File: src/rtl/iq_port_pkg.sv
package iq_port_pkg;
  localparam int unsigned IQ_DATA_W = 16;
  localparam int unsigned IQ_LINK_W = 8;
  localparam int unsigned IQ_NUM_CH = 4;

  // one beat as seen on the parallel bus
  typedef struct packed {
    logic [IQ_DATA_W-1:0] data;
    logic                 iq;
  } iq_beat_t;
endpackage

File: src/rtl/iq_chan_slot.sv
module iq_chan_slot #(
  parameter int unsigned DATA_W = 16
) (
  input  logic              clk,
  input  logic              rst_n,
  input  logic              flush,
  input  logic              in_vld,
  input  logic [DATA_W-1:0] in_i,
  input  logic [DATA_W-1:0] in_q,
  input  logic              take,
  output logic              pend,
  output logic [DATA_W-1:0] hold_i,
  output logic [DATA_W-1:0] hold_q,
  output logic              ovf
);
  always_ff @(posedge clk or negedge rst_n) begin
    if (!rst_n) begin
      pend   <= 1'b0;
      hold_i <= '0;
      hold_q <= '0;
      ovf    <= 1'b0;
    end else if (flush) begin
      pend <= 1'b0;
    end else if (in_vld) begin
      hold_i <= in_i;
      hold_q <= in_q;
      pend   <= 1'b1;
      // old sample lost only if it was not leaving on this edge
      if (pend && !take) ovf <= 1'b1;
    end else if (take) begin
      pend <= 1'b0;
    end
  end
endmodule

File: src/rtl/iq_rr_pick.sv
module iq_rr_pick #(
  parameter int unsigned NUM_CH = 4,
  localparam int unsigned IDX_W = (NUM_CH > 1) ? $clog2(NUM_CH) : 1
) (
  input  logic [NUM_CH-1:0] cand,
  input  logic [IDX_W-1:0]  last,
  output logic              any,
  output logic [IDX_W-1:0]  idx
);
  // walk from farthest to nearest so the nearest candidate wins
  always_comb begin
    any = 1'b0;
    idx = '0;
    for (int k = NUM_CH; k >= 1; k--) begin
      int unsigned j;
      j = (int'(last) + k) % NUM_CH;
      if (cand[j]) begin
        any = 1'b1;
        idx = IDX_W'(j);
      end
    end
  end
endmodule

File: src/rtl/iq_tx_seq.sv
module iq_tx_seq
  import iq_port_pkg::*;
#(
  parameter int unsigned DATA_W = 16,
  parameter int unsigned NUM_CH = 4,
  localparam int unsigned IDX_W = (NUM_CH > 1) ? $clog2(NUM_CH) : 1
) (
  input  logic              clk,
  input  logic              rst_n,
  input  logic              active,
  input  logic              ack,
  input  logic              gnt_any,
  input  logic [IDX_W-1:0]  gnt_idx,
  input  logic [DATA_W-1:0] gnt_i,
  input  logic [DATA_W-1:0] gnt_q,
  output logic              req,
  output logic              take,
  output logic [IDX_W-1:0]  last,
  output logic [DATA_W-1:0] bus_data,
  output logic              q_owed,
  output logic [IDX_W-1:0]  bus_ch
);
  logic [DATA_W-1:0] q_word;
  logic              fire;

  assign req  = active && (q_owed || gnt_any);
  assign fire = req && ack;
  assign take = fire && !q_owed;

  always_ff @(posedge clk or negedge rst_n) begin
    if (!rst_n) begin
      bus_data <= '0;
      q_word   <= '0;
      q_owed   <= 1'b0;
      bus_ch   <= '0;
      last     <= IDX_W'(NUM_CH - 1);
    end else if (!active) begin
      bus_data <= '0;
      q_owed   <= 1'b0;
      bus_ch   <= '0;
      last     <= IDX_W'(NUM_CH - 1);
    end else if (fire) begin
      if (q_owed) begin
        bus_data <= q_word;
        q_owed   <= 1'b0;
      end else begin
        bus_data <= gnt_i;
        q_word   <= gnt_q;
        q_owed   <= 1'b1;
        bus_ch   <= gnt_idx;
        last     <= gnt_idx;
      end
    end
  end
endmodule

File: src/rtl/iq_par_port.sv
module iq_par_port
  import iq_port_pkg::*;
#(
  parameter int unsigned DATA_W = IQ_DATA_W,
  parameter int unsigned LINK_W = IQ_LINK_W,
  parameter int unsigned NUM_CH = IQ_NUM_CH,
  localparam int unsigned IDX_W = (NUM_CH > 1) ? $clog2(NUM_CH) : 1
) (
  input  logic                     clk,
  input  logic                     rst_n,
  input  logic                     port_en,
  input  logic                     port_chmode,
  input  logic [NUM_CH-1:0]        chan_mask,
  input  logic [NUM_CH-1:0]        smp_valid,
  output logic [NUM_CH-1:0]        smp_ready,
  input  logic [NUM_CH*DATA_W-1:0] smp_i,
  input  logic [NUM_CH*DATA_W-1:0] smp_q,
  input  logic [LINK_W-1:0]        link_byte,
  input  logic                     pp_ack,
  output logic                     pp_req,
  output logic [DATA_W-1:0]        pp_data,
  output logic                     pp_iq,
  output logic [IDX_W-1:0]         pp_chan,
  output logic [NUM_CH-1:0]        ovf_flag
);
  logic              chan_on;
  logic [NUM_CH-1:0] pend;
  logic [NUM_CH-1:0] take_vec;
  logic [DATA_W-1:0] hold_i [NUM_CH];
  logic [DATA_W-1:0] hold_q [NUM_CH];
  logic              gnt_any, take, q_owed, req_int;
  logic [IDX_W-1:0]  gnt_idx, last, bus_ch;
  logic [DATA_W-1:0] bus_data;

  assign chan_on = port_en && port_chmode;

  for (genvar c = 0; c < NUM_CH; c++) begin : g_slot
    assign take_vec[c] = take && (gnt_idx == IDX_W'(c));
    iq_chan_slot #(.DATA_W(DATA_W)) u_slot (
      .clk    (clk),
      .rst_n  (rst_n),
      .flush  (!chan_on),
      .in_vld (smp_valid[c]),
      .in_i   (smp_i[c*DATA_W +: DATA_W]),
      .in_q   (smp_q[c*DATA_W +: DATA_W]),
      .take   (take_vec[c]),
      .pend   (pend[c]),
      .hold_i (hold_i[c]),
      .hold_q (hold_q[c]),
      .ovf    (ovf_flag[c])
    );
  end

  assign smp_ready = ~pend;

  iq_rr_pick #(.NUM_CH(NUM_CH)) u_pick (
    .cand (pend & chan_mask),
    .last (last),
    .any  (gnt_any),
    .idx  (gnt_idx)
  );

  iq_tx_seq #(.DATA_W(DATA_W), .NUM_CH(NUM_CH)) u_seq (
    .clk      (clk),
    .rst_n    (rst_n),
    .active   (chan_on),
    .ack      (pp_ack),
    .gnt_any  (gnt_any),
    .gnt_idx  (gnt_idx),
    .gnt_i    (hold_i[gnt_idx]),
    .gnt_q    (hold_q[gnt_idx]),
    .req      (req_int),
    .take     (take),
    .last     (last),
    .bus_data (bus_data),
    .q_owed   (q_owed),
    .bus_ch   (bus_ch)
  );

  // pin sharing: link byte on the low lanes outside channel mode
  always_comb begin
    pp_data = '0;
    pp_iq   = 1'b0;
    pp_chan = '0;
    pp_req  = 1'b0;
    if (chan_on) begin
      pp_data = bus_data;
      pp_iq   = q_owed;
      pp_chan = bus_ch;
      pp_req  = req_int;
    end else if (port_en) begin
      pp_data[LINK_W-1:0] = link_byte;
    end
  end
endmodule

File: config.mk
export PLATFORM = sky130hd
export DESIGN_NAME = iq_par_port
export DESIGN_NICKNAME = d
export VERILOG_FILES = /design/src/rtl/iq_port_pkg.sv /design/src/rtl/iq_chan_slot.sv /design/src/rtl/iq_rr_pick.sv /design/src/rtl/iq_tx_seq.sv /design/src/rtl/iq_par_port.sv
export SDC_FILE = /design/constraint.sdc
export NUM_CORES = 1
export LEC_CHECK = 0
export BUFFER_PORTS_ARGS = -buffer_cell sky130_fd_sc_hd__buf_2
export CORE_ASPECT_RATIO = 0.6
export CORE_UTILIZATION = 48
export CTS_BUF_LIST = sky130_fd_sc_hd__clkbuf_8
export DETAILED_ROUTE_END_ITERATION = 8
export PLACE_DENSITY = 0.81
export SETUP_SLACK_MARGIN = 0.2
export SKIP_LAST_GASP = 1
export SYNTH_ARGS = -nofsm -noshare
export SYNTH_HDL_FRONTEND = slang
export SYNTH_HIERARCHICAL = 1
export SYNTH_SLANG_ARGS = --single-unit
File: constraint.sdc
create_clock -name clk -period 6.1 [get_ports clk]
set_clock_uncertainty 0.15 [all_clocks]
set_input_delay 0.61 -clock clk [delete_from_list [all_inputs] [get_ports clk]]
set_output_delay 0.61 -clock clk [all_outputs]
set_load 0.01 [all_outputs]
# [Word level (Yosys, flattened, before mapping)]
# Cells that the tools add are included.
[classes] n_addsub=4 mul=0 div_mod_pow=0 n_lt_le_gt_ge=5 eq_ne=9 n_shift=0 muxes=50 bitwise=4 reduce_logical=29
[op_table] operator="16-bit two-way mux" n=7
[op_table] operator="16-bit binary-select mux with 2-bit select" n=2
[op_table] operator="1-bit two-way mux" n=25
[op_table] operator="8-bit two-way mux" n=3
[op_table] operator="2-bit two-way mux" n=9
[op_table] operator="3-bit AND reduction" n=5
[op_table] operator="1-bit logical AND" n=12
[op_table] operator="2-bit by 3-bit < comparator with 1-bit output, second input constant" n=4
[op_table] operator="3-bit inequality test, second input constant" n=4
[op_table] operator="2-bit AND reduction" n=5
[op_table] operator="1-bit binary-select mux with 2-bit select" n=4
[op_table] operator="1-bit zero test" n=5
[op_table] operator="2-bit by 1-bit adder with 2-bit output, second input constant" n=2
[op_table] operator="2-bit adder, second input constant" n=2
[op_table] operator="4-bit AND" n=1
[op_table] operator="2-bit == test, second input constant" n=2
[op_table] operator="2-bit inequality test, second input constant" n=2
[op_table] operator="4-bit inverter" n=1
[op_table] operator="3-bit >= comparator, second input constant" n=1
[op_table] operator="2-bit inverter with 3-bit output" n=1
[op_table] operator="2-bit by 1-bit == test with 1-bit output, second input constant" n=1
[op_table] operator="2-bit zero test" n=1
[op_table] operator="1-bit logical OR" n=1
[op_table] operator="1-bit inverter" n=1
[totals] regBits=173 latch_bits=0 ramBits=0 rom_bits=0 in_bits=149 out_inout_bits=28 word_cells=122 memories=0

# [Logic depth before layout (Yosys ltp)]
# Gate-level depths: netlist (run 1).
[logic_depth] depth_word=15 depth_mapped=11 ltp_nobuf=9

# [By module]
# The synthesis (run 1) kept the hierarchy.
[modules_own_cells] mod="iq_chan_slot" n_inst=4 cells_each=76 area_per_inst_um2=1427.6 seq_area_each_um2=850.8
[modules_own_cells] mod="iq_tx_seq" n_inst=1 cells_each=132 area_per_inst_um2=1636.6 seq_area_each_um2=928.4
[modules_own_cells] mod="iq_par_port" n_inst=1 cells_each=87 area_per_inst_um2=1119.8 seq_area_each_um2=0.0
[modules_own_cells] mod="iq_rr_pick" n_inst=1 cells_each=14 area_per_inst_um2=91.3 seq_area_each_um2=0.0

# [Worst setup path after synthesis (run 1)]
# No wires, ideal clock.
[synth_timing] path_type="input to register" from="input port chan_mask[2]" to="register u_seq.q_word[10]" setup_ns=0.125 arrival_time_ns=2.292 required_ns=5.825 setup_slack_ns=3.534 stages=8 path_buffers=2 path_cell_list="and2_1 -> and2b_1 -> a21oi_2 -> o221ai_2 -> buf_6 -> buf_6 -> mux4_2 -> mux2_2"
[synth_between] elab_chain_cells=11 elab_cells_between_ends=25 cone_classes="19 x mux; 2 x bitwise; 4 x reduce/logical"
[synth_lines] element="from (decl)" line_no="iq_par_port.sv:13" text="input logic [NUM_CH-1:0] chan_mask,"
[synth_lines] element="4-bit AND *" line_no="iq_par_port.sv:57" text=".cand (pend & chan_mask),"
[synth_lines] element="1-bit binary-select mux with 2-bit select" line_no="iq_rr_pick.sv:17" text="if (cand[j]) begin"
[synth_lines] element="1-bit two-way mux (implied by the code)" line_no="iq_rr_pick.sv:17"
[synth_lines] element="2-bit two-way mux (3 in a row)" line_no="iq_rr_pick.sv:17"
[synth_lines] element="2-bit two-way mux *" line_no="iq_rr_pick.sv:17"
[synth_lines] element="named net gnt_idx[0]" line_no="iq_par_port.sv:32" text="logic [IDX_W-1:0] gnt_idx, last, bus_ch;"
[synth_lines] element="2-bit inverter with 3-bit output (implied by the code) *" line_no="iq_par_port.sv:71" text=".gnt_q (hold_q[gnt_idx]),"
[synth_lines] element="16-bit binary-select mux with 2-bit select *" line_no="iq_par_port.sv:71"
[synth_lines] element="16-bit two-way mux (implied by the code) * (2 in a row)" line_no="iq_par_port.sv:71"
[synth_lines] element="to (signal assigned)" line_no="iq_tx_seq.sv:48" text="q_word <= gnt_q;"
[synth_lines] element="to (decl)" line_no="iq_tx_seq.sv:23" text="logic [DATA_W-1:0] q_word;"
# The timed path passes the listed nets; every way through them passes the cells marked *. The select of a mux whose other input is x is not followed.
# A chain may end at the register's enable or synchronous reset.

# [Worst setup path in the final report (run 1)]
[layout_timing] from="input port port_chmode" to="register g_slot[0].u_slot.hold_i[8]"
[layout_between] elab_chain_cells=2
[layout_lines] element="from (decl)" line_no="iq_par_port.sv:12" text="input logic port_chmode,"
[layout_lines] element="1-bit logical AND" line_no="iq_par_port.sv:35" text="assign chan_on = port_en && port_chmode;"
[layout_lines] element="named net chan_on" line_no="iq_par_port.sv:26" text="logic chan_on;"
[layout_lines] element="2-bit AND reduction (no line)"
[layout_lines] element="to (signal assigned)" line_no="iq_chan_slot.sv:25" text="hold_i <= in_i;"
[layout_lines] element="to (decl)" line_no="iq_chan_slot.sv:12" text="output logic [DATA_W-1:0] hold_i,"
# The timed path passes the listed nets, and every way through them passes these cells.

==> impl_metrics.ini, run 1 <==
[placed_design]
dp.cells = 917
dpl.hpwl_um = 13600
io_buffers = 176
gp_routability_congestion = 0.757
preCtsSetupSlack_ps = 1980

[detailed_routing]
drt_iter0_drc = 362
antenna_left = 0
drcViolationCount = 0
vias_per_cell = 5.28
dr.pass1.iters = 4
dr_total_vias = 5015
wl_um = 19600
wl_per_cell_um = 20.7

[logic_synthesis]
synth_edf_count = 0
synthesis.nets = 686
netlist_instances = 537
netlist_area_mm2 = 0.00856
yosysUniqueCellTypes = 34
yosys_register_bits = 173
syn_area_per_cell_um2 = 15.9
synth_top_area_share_pct = 50.0
ys_top_cells_by_area = dfrtp_1, mux2_4, mux4_2, buf_12, mux2i_1
yosys_warnings = 6
async_reset_ff_share_pct = 100
yosysSeqAreaShare_pct = 50.6
yosysTopAreaCell = dfrtp_1
yosys_most_used_dff = dfrtp_1

[finish]
ff_latch_area_mm2 = 0.00433
antenna_cells = 0
nNetsFinal = 851
areaGrowthSynthToFinish_pct = 14.2
layout-drive-gt1-share_pct = 55.4
fillCellCount = 1378
multi_input_area_mm2 = 0.00377
final_cells = 949

[floorplanning]
pin_count = 177
core_area_mm2 = 0.0173
die_w_um = 174
die_area_mm2 = 0.0184
start_util_pct = 49.6
die_h_um = 105
fp-row-count = 37

[setup_path]
crit-reg2reg-launch = g_slot[2].u_slot/pend
r2r_cells = 8
cp-end-kind = flip-flop
endpoint = g_slot[0].u_slot/hold_i[8]
critPathLaunch = port_chmode
required_ps = 6270
start_kind = primary input
cp.arrival_ps = 3840
r2r-end = u_seq/bus_data[15]
path_max_fanout = 27
ff2ff_setup_slack_ps = 3140
path_class = in2reg

[clock_network]
clk_latency_ps = 440
cts-buffers-inserted = 17
root_buffer = clkbuf_8
worst_setup_hold_path_clk_slew_ps = 100
cts_sinks = 173
cts_hold_buf = 0
cts_tree = built
h-tree-depth = 4
cts_resized = 0
clockBufferDepth = 2
cts_setup_buffers = 0

[global_route]
grt_pass1_wl_um = 30500
grt_usage_pct = 22.4
antenna_found_initial = 0
grt_pass1_vias = 5189
grt_max_degree = 109
overflow = 0

[timing]
max_freq_mhz = 272
hold_violations = 0
final.setup.tns_ps = 0
postLayoutSetupSlackWorst_ps = 2430
slew_violations = 0
rsz0062_at_grt = no
setup_viol = 0
period_needed_ps = 3670
period_share_pct = 60.2
max_slew.worst_pin.slew_ps = 988
max_slew_margin_pct = 34.1

[pwr]
leakage_nw = 4.64
power.density_mw_per_mm2 = 288
ir_worst_vdd_mv = 0.147

[run]
drv_cap = 0

[hold_path]
hold_class = in2async

[status]
status = finished clean
[placed cells by master, fill, tap and decap left out, types with 2 or more instances in the layout]
cell type,count
buf_2,175
dfrtp_1,171
mux2_4,120
mux4_2,28
mux2i_1,27
mux2_2,24
nand2_1,22
inv_1,20
clkbuf_8,19
o22ai_1,16
and3_1,13
buf_4,9
nor2b_1,8
nand2b_1,7
and2_1,5
a21oi_1,5
mux4_1,4
nor2b_4,4
o31ai_1,4
nor2_1,3
clkinv_4,3
clkinvlp_4,3
o21a_1,3
o211ai_1,3
and3b_1,2
inv_6,2
and2b_1,2
nand4b_1,2
dfstp_2,2
[layout make-up]
| type | count | share of cell area (%) |
|---|---|---|
| Sequential cell | 173 | 44.3 |
| Multi-Input combinational cell | 308 | 38.6 |
| Timing Repair Buffer | 185 | 9.77 |
| Tap cell | 234 | 3.00 |
| Clock buffer | 19 | 2.68 |
| Clock inverter | 13 | 0.960 |
| Inverter | 17 | 0.653 |
[flip-flops by register name, indices dropped and copies added, names as in the netlist]
signal / flops
g_slot.u_slot/hold_i: 64
g_slot.u_slot/hold_q: 64
u_seq/bus_data: 16
u_seq/q_word: 16
g_slot.u_slot/ovf: 4
g_slot.u_slot/pend: 4
u_seq/bus_ch: 2
u_seq/last: 2
u_seq/q_owed: 1
[stage by stage]
step	power (mW)	hold WS [ps]	util (%)	area, µm²
after detailed placement	2.10	315	54.5	9420
after floorplan	1.91	164	-	8560
after global routing	2.95	195	56.6	9770
after CTS	2.84	178	56.6	9770
after global placement	2.08	301	54.5	9420
final	2.82	150	56.6	9770
[per-layer routing]
metal	track usage (%)	share of wire (%)	up-vias
met2	30.3	42	184
met3	5.38	7.3	12
li1	-	-	2278
met1	35.6	50	2541
met4	5.58	0.66	0
met5	0	0	-
[worst min path at each step]
stage                                     from                           to  slack [ps]  cells after the start
final                                    rst_n  g_slot[1].u_slot/hold_q[14]         150                      1
after global routing                 smp_i[42]  g_slot[2].u_slot/hold_i[10]         200                      2
after CTS                                rst_n  g_slot[1].u_slot/hold_q[14]         180                      1
after detailed placement  g_slot[2].u_slot/ovf         g_slot[2].u_slot/ovf         310                      2
after global placement    g_slot[0].u_slot/ovf         g_slot[0].u_slot/ovf         300                      2
after floorplan                          rst_n   g_slot[0].u_slot/hold_i[0]         160                      0
[power by group]
part           total (mW)  switching [mW]  internal, mW
clock network       0.737           0.431         0.306
logic               0.591           0.208         0.383
registers            1.49           0.128          1.36
[cell usage after synthesis (2+ instances only)]
| cell type | n |
|---|---|
| dfstp_2 | 2 |
| buf_6 | 7 |
| mux2_4 | 120 |
| o21a_1 | 3 |
| nor2b_1 | 12 |
| mux2i_1 | 27 |
| inv_1 | 17 |
| and3_1 | 13 |
| nand2_1 | 22 |
| nand2b_1 | 7 |
| o31ai_1 | 4 |
| o211ai_1 | 3 |
| buf_12 | 14 |
| buf_2 | 9 |
| clkbuf_1 | 6 |
| o22ai_1 | 16 |
| nor2_1 | 3 |
| and3b_1 | 2 |
| and2_1 | 5 |
| nand4b_1 | 2 |
| and2b_1 | 2 |
| a21oi_1 | 6 |
| mux2_2 | 24 |
| mux4_1 | 4 |
| mux4_2 | 28 |
| dfrtp_1 | 171 |
[worst max-delay path: stages]
cell and delay [ps]:
buf_2 350, and2_1 830, inv_1 540, nor2b_4 610, buf_4 490, mux2_2 390
[cell families (layout without fill, tap and decap cells)]
| kind of cell | after synthesis | in the layout | synth area share, % |
|---|---|---|---|
| simple gates | 70 | 70 | 4.75 |
| compound gates | 35 | 35 | 2.75 |
| mux | 203 | 203 | 36.0 |
| flops | 173 | 173 | 50.6 |
| buf+inv | 56 | 234 | 5.92 |
No activity file was read; power rests on OpenSTA's default activity.
==> run 2: changes to the inputs <==
--- a/config.mk
+++ b/config.mk
@@ -5,6 +5,7 @@
 export SDC_FILE = /design/constraint.sdc
 export NUM_CORES = 1
 export LEC_CHECK = 0
+export ABC_AREA = 1
 export BUFFER_PORTS_ARGS = -buffer_cell sky130_fd_sc_hd__buf_2
 export CORE_ASPECT_RATIO = 0.6
 export CORE_UTILIZATION = 48
==> constraint.sdc (replaced) <==
create_clock -name clk -period 3.5 [get_ports clk]
set_clock_uncertainty 0.15 [all_clocks]
set_input_delay 0.35 -clock clk [delete_from_list [all_inputs] [get_ports clk]]
set_output_delay 0.35 -clock clk [all_outputs]
set_load 0.01 [all_outputs]
==> impl_metrics.ini, run 2 <==
[logic_synthesis]
ys_top_cells_by_area = dfrtp_1, nand2_1, buf_4, inv_1, nand3_1
async_reset_ff_share_pct = 100
yosys_warnings = 6
yosys-top-cells-count = nand2_1, dfrtp_1, inv_1
yosysSeqAreaShare_pct = 49.7
yosysMostFrequentCell = nand2_1
yosys_most_used_dff = dfrtp_1
netlist_area_mm2 = 0.00871
synthesis.nets = 1390
yosysUniqueCellTypes = 30
yosysTopAreaCell = dfrtp_1
syn_area_per_cell_um2 = 7.02
synth_top_area_share_pct = 49.1
netlist_instances = 1241
yosys_register_bits = 173
synth_edf_count = 0

[detailed_routing]
wl_per_cell_um = 15.4
dr_total_vias = 8868
antenna_left = 0
wl_um = 27100
vias_per_cell = 5.02
drcViolationCount = 0
drt_iter0_drc = 930
dr.pass1.iters = 9

[pwr]
ir_worst_vdd_mv = 0.253
power.density_mw_per_mm2 = 483
power_mw = 5.46
leakage_nw = 6.50

[clock_network]
root_buffer = clkbuf_8
cts_setup_buffers = 0
cts_sinks = 173
clockBufferDepth = 2
h-tree-depth = 4
cts-buffers-inserted = 17
clk_latency_ps = 470
worst_setup_hold_path_clk_slew_ps = 90
cts_tree = built

[floorplanning]
die_area_mm2 = 0.0187
die_w_um = 176
start_util_pct = 49.9
fp-row-count = 37
core_area_mm2 = 0.0175
pin_count = 177
die_h_um = 106

[placed_design]
gp_routability_congestion = 0.906
dp.cells = 1605
dpl.hpwl_um = 17700
preCtsSetupSlack_ps = 768
placed_cell_area_mm2 = 0.00961
io_buffers = 176

[timing]
setup_viol = 0
max_freq_mhz = 354
period_needed_ps = 2820
rsz0062_at_grt = no
hold_slack_ps = 39.7
hold_violations = 0
postLayoutSetupSlackWorst_ps = 676
period_share_pct = 80.7
final.setup.tns_ps = 0
slew_violations = 0
max_slew.worst_pin.slew_ps = 811
max_slew_margin_pct = 45.8

[finish]
nNetsFinal = 1667
final_cells = 1767
layout-drive-gt1-share_pct = 17.0
top_regs = g_slot.u_slot/hold_i x64, g_slot.u_slot/hold_q x64
mostFrequentLayoutCell = nand2_1
mostFrequentLayoutCells = nand2_1, buf_2, dfrtp_1
final_area_mm2 = 0.0113
fillCellCount = 1452
areaGrowthSynthToFinish_pct = 29.8
final_core_util_pct = 64.8

[global_route]
overflow = 0
grt_max_degree = 77
grt_pass1_vias = 8449
antenna_found_initial = 1
grt_usage_pct = 30.1
grt_pass1_wl_um = 43200

[status]
status = finished clean

[run]
drv_cap = 0

[setup_path]
worst-path-buf-inv = 4
path_cells = inv_6 > nand2_2 > and2_4 > nor2_2 > nand2_1 > nand4_4 > inv_2 > inv_1 > nor3_1 > inv_1 > nand2_1 > a21oi_1
cpMaxStageDelayCell = dfstp_2
required_ps = 3680
path_max_fanout = 19
max_stage_delay_ps = 690
cp.arrival_ps = 3010
path_class = reg2reg
cp-end-kind = flip-flop
crit_family = simple AND/OR/NAND/NOR gates
start_kind = flip-flop

[hold_path]
hold_class = in2reg
-- run 2: timing repair --
item | CTS | global route
endpoints found under the hold margin | 199 | 0
hold buffers | 128 | 0
resized for setup | 0 | 0
-- run 2: logic make-up after synthesis --
logic type | synth area share, %
buf+inv | 6.96
compound gates | 0.818
flops | 49.7
simple gates | 42.5
-- run 2: report_power, final --
part | leakage, nW | switching, mW | internal [mW]
Sequential | 2.18 | 0.224 | 2.35
Clock | 0.214 | 0.768 | 0.719
Combinational | 4.11 | 0.875 | 0.522
Total | 6.50 | 1.87 | 3.59
-- run 2: per-layer routing --
metal / GRT usage [%] / wire length [µm] / vias to the layer above
met3: 5.47 / 2730 / 47
met5: 0 / 0 / -
met4: 9.25 / 519 / 0
li1: - / - / 4248
met2: 45.7 / 11800 / 457
met1: 43.8 / 12100 / 4116
-- run 2: area by class of cell --
cell class,instances,area (µm²),share of cell area (%)
multi-input combinational,953,3780,33.4
sequential,173,4330,38.3
antenna,2,5.00,0.0442
tap,234,293,2.59
clock inverter,15,184,1.63
clock buffer,17,234,2.07
inverter,59,228,2.01
timing repair buffer,314,2260,19.9
-- run 2: worst paths after layout --
path / start / to / slack [ps] / depth (start not counted)
min reg2reg: g_slot[2].u_slot/ovf / g_slot[2].u_slot/ovf / 330 / 2
max: u_seq/last[0] / g_slot[0].u_slot/pend / 680 / 12
max reg2reg: u_seq/last[0] / g_slot[0].u_slot/pend / 680 / 12
min: smp_valid[0] / g_slot[0].u_slot/pend / 40 / 3
max in group asynchronous: rst_n / g_slot[1].u_slot/hold_i[7] / 1920 / 3
min in group asynchronous: rst_n / g_slot[0].u_slot/hold_q[0] / 340 / 2
-- run 2: worst reg2reg max path, stage by stage (launching register included) --
cell     delay (ps)
dfstp_2         690
inv_6            80
nand2_2          70
and2_4          130
nor2_2           40
nand2_1         210
nand4_4         310
inv_2           370
inv_1           210
nor3_1          270
inv_1            70
nand2_1          60
a21oi_1          60
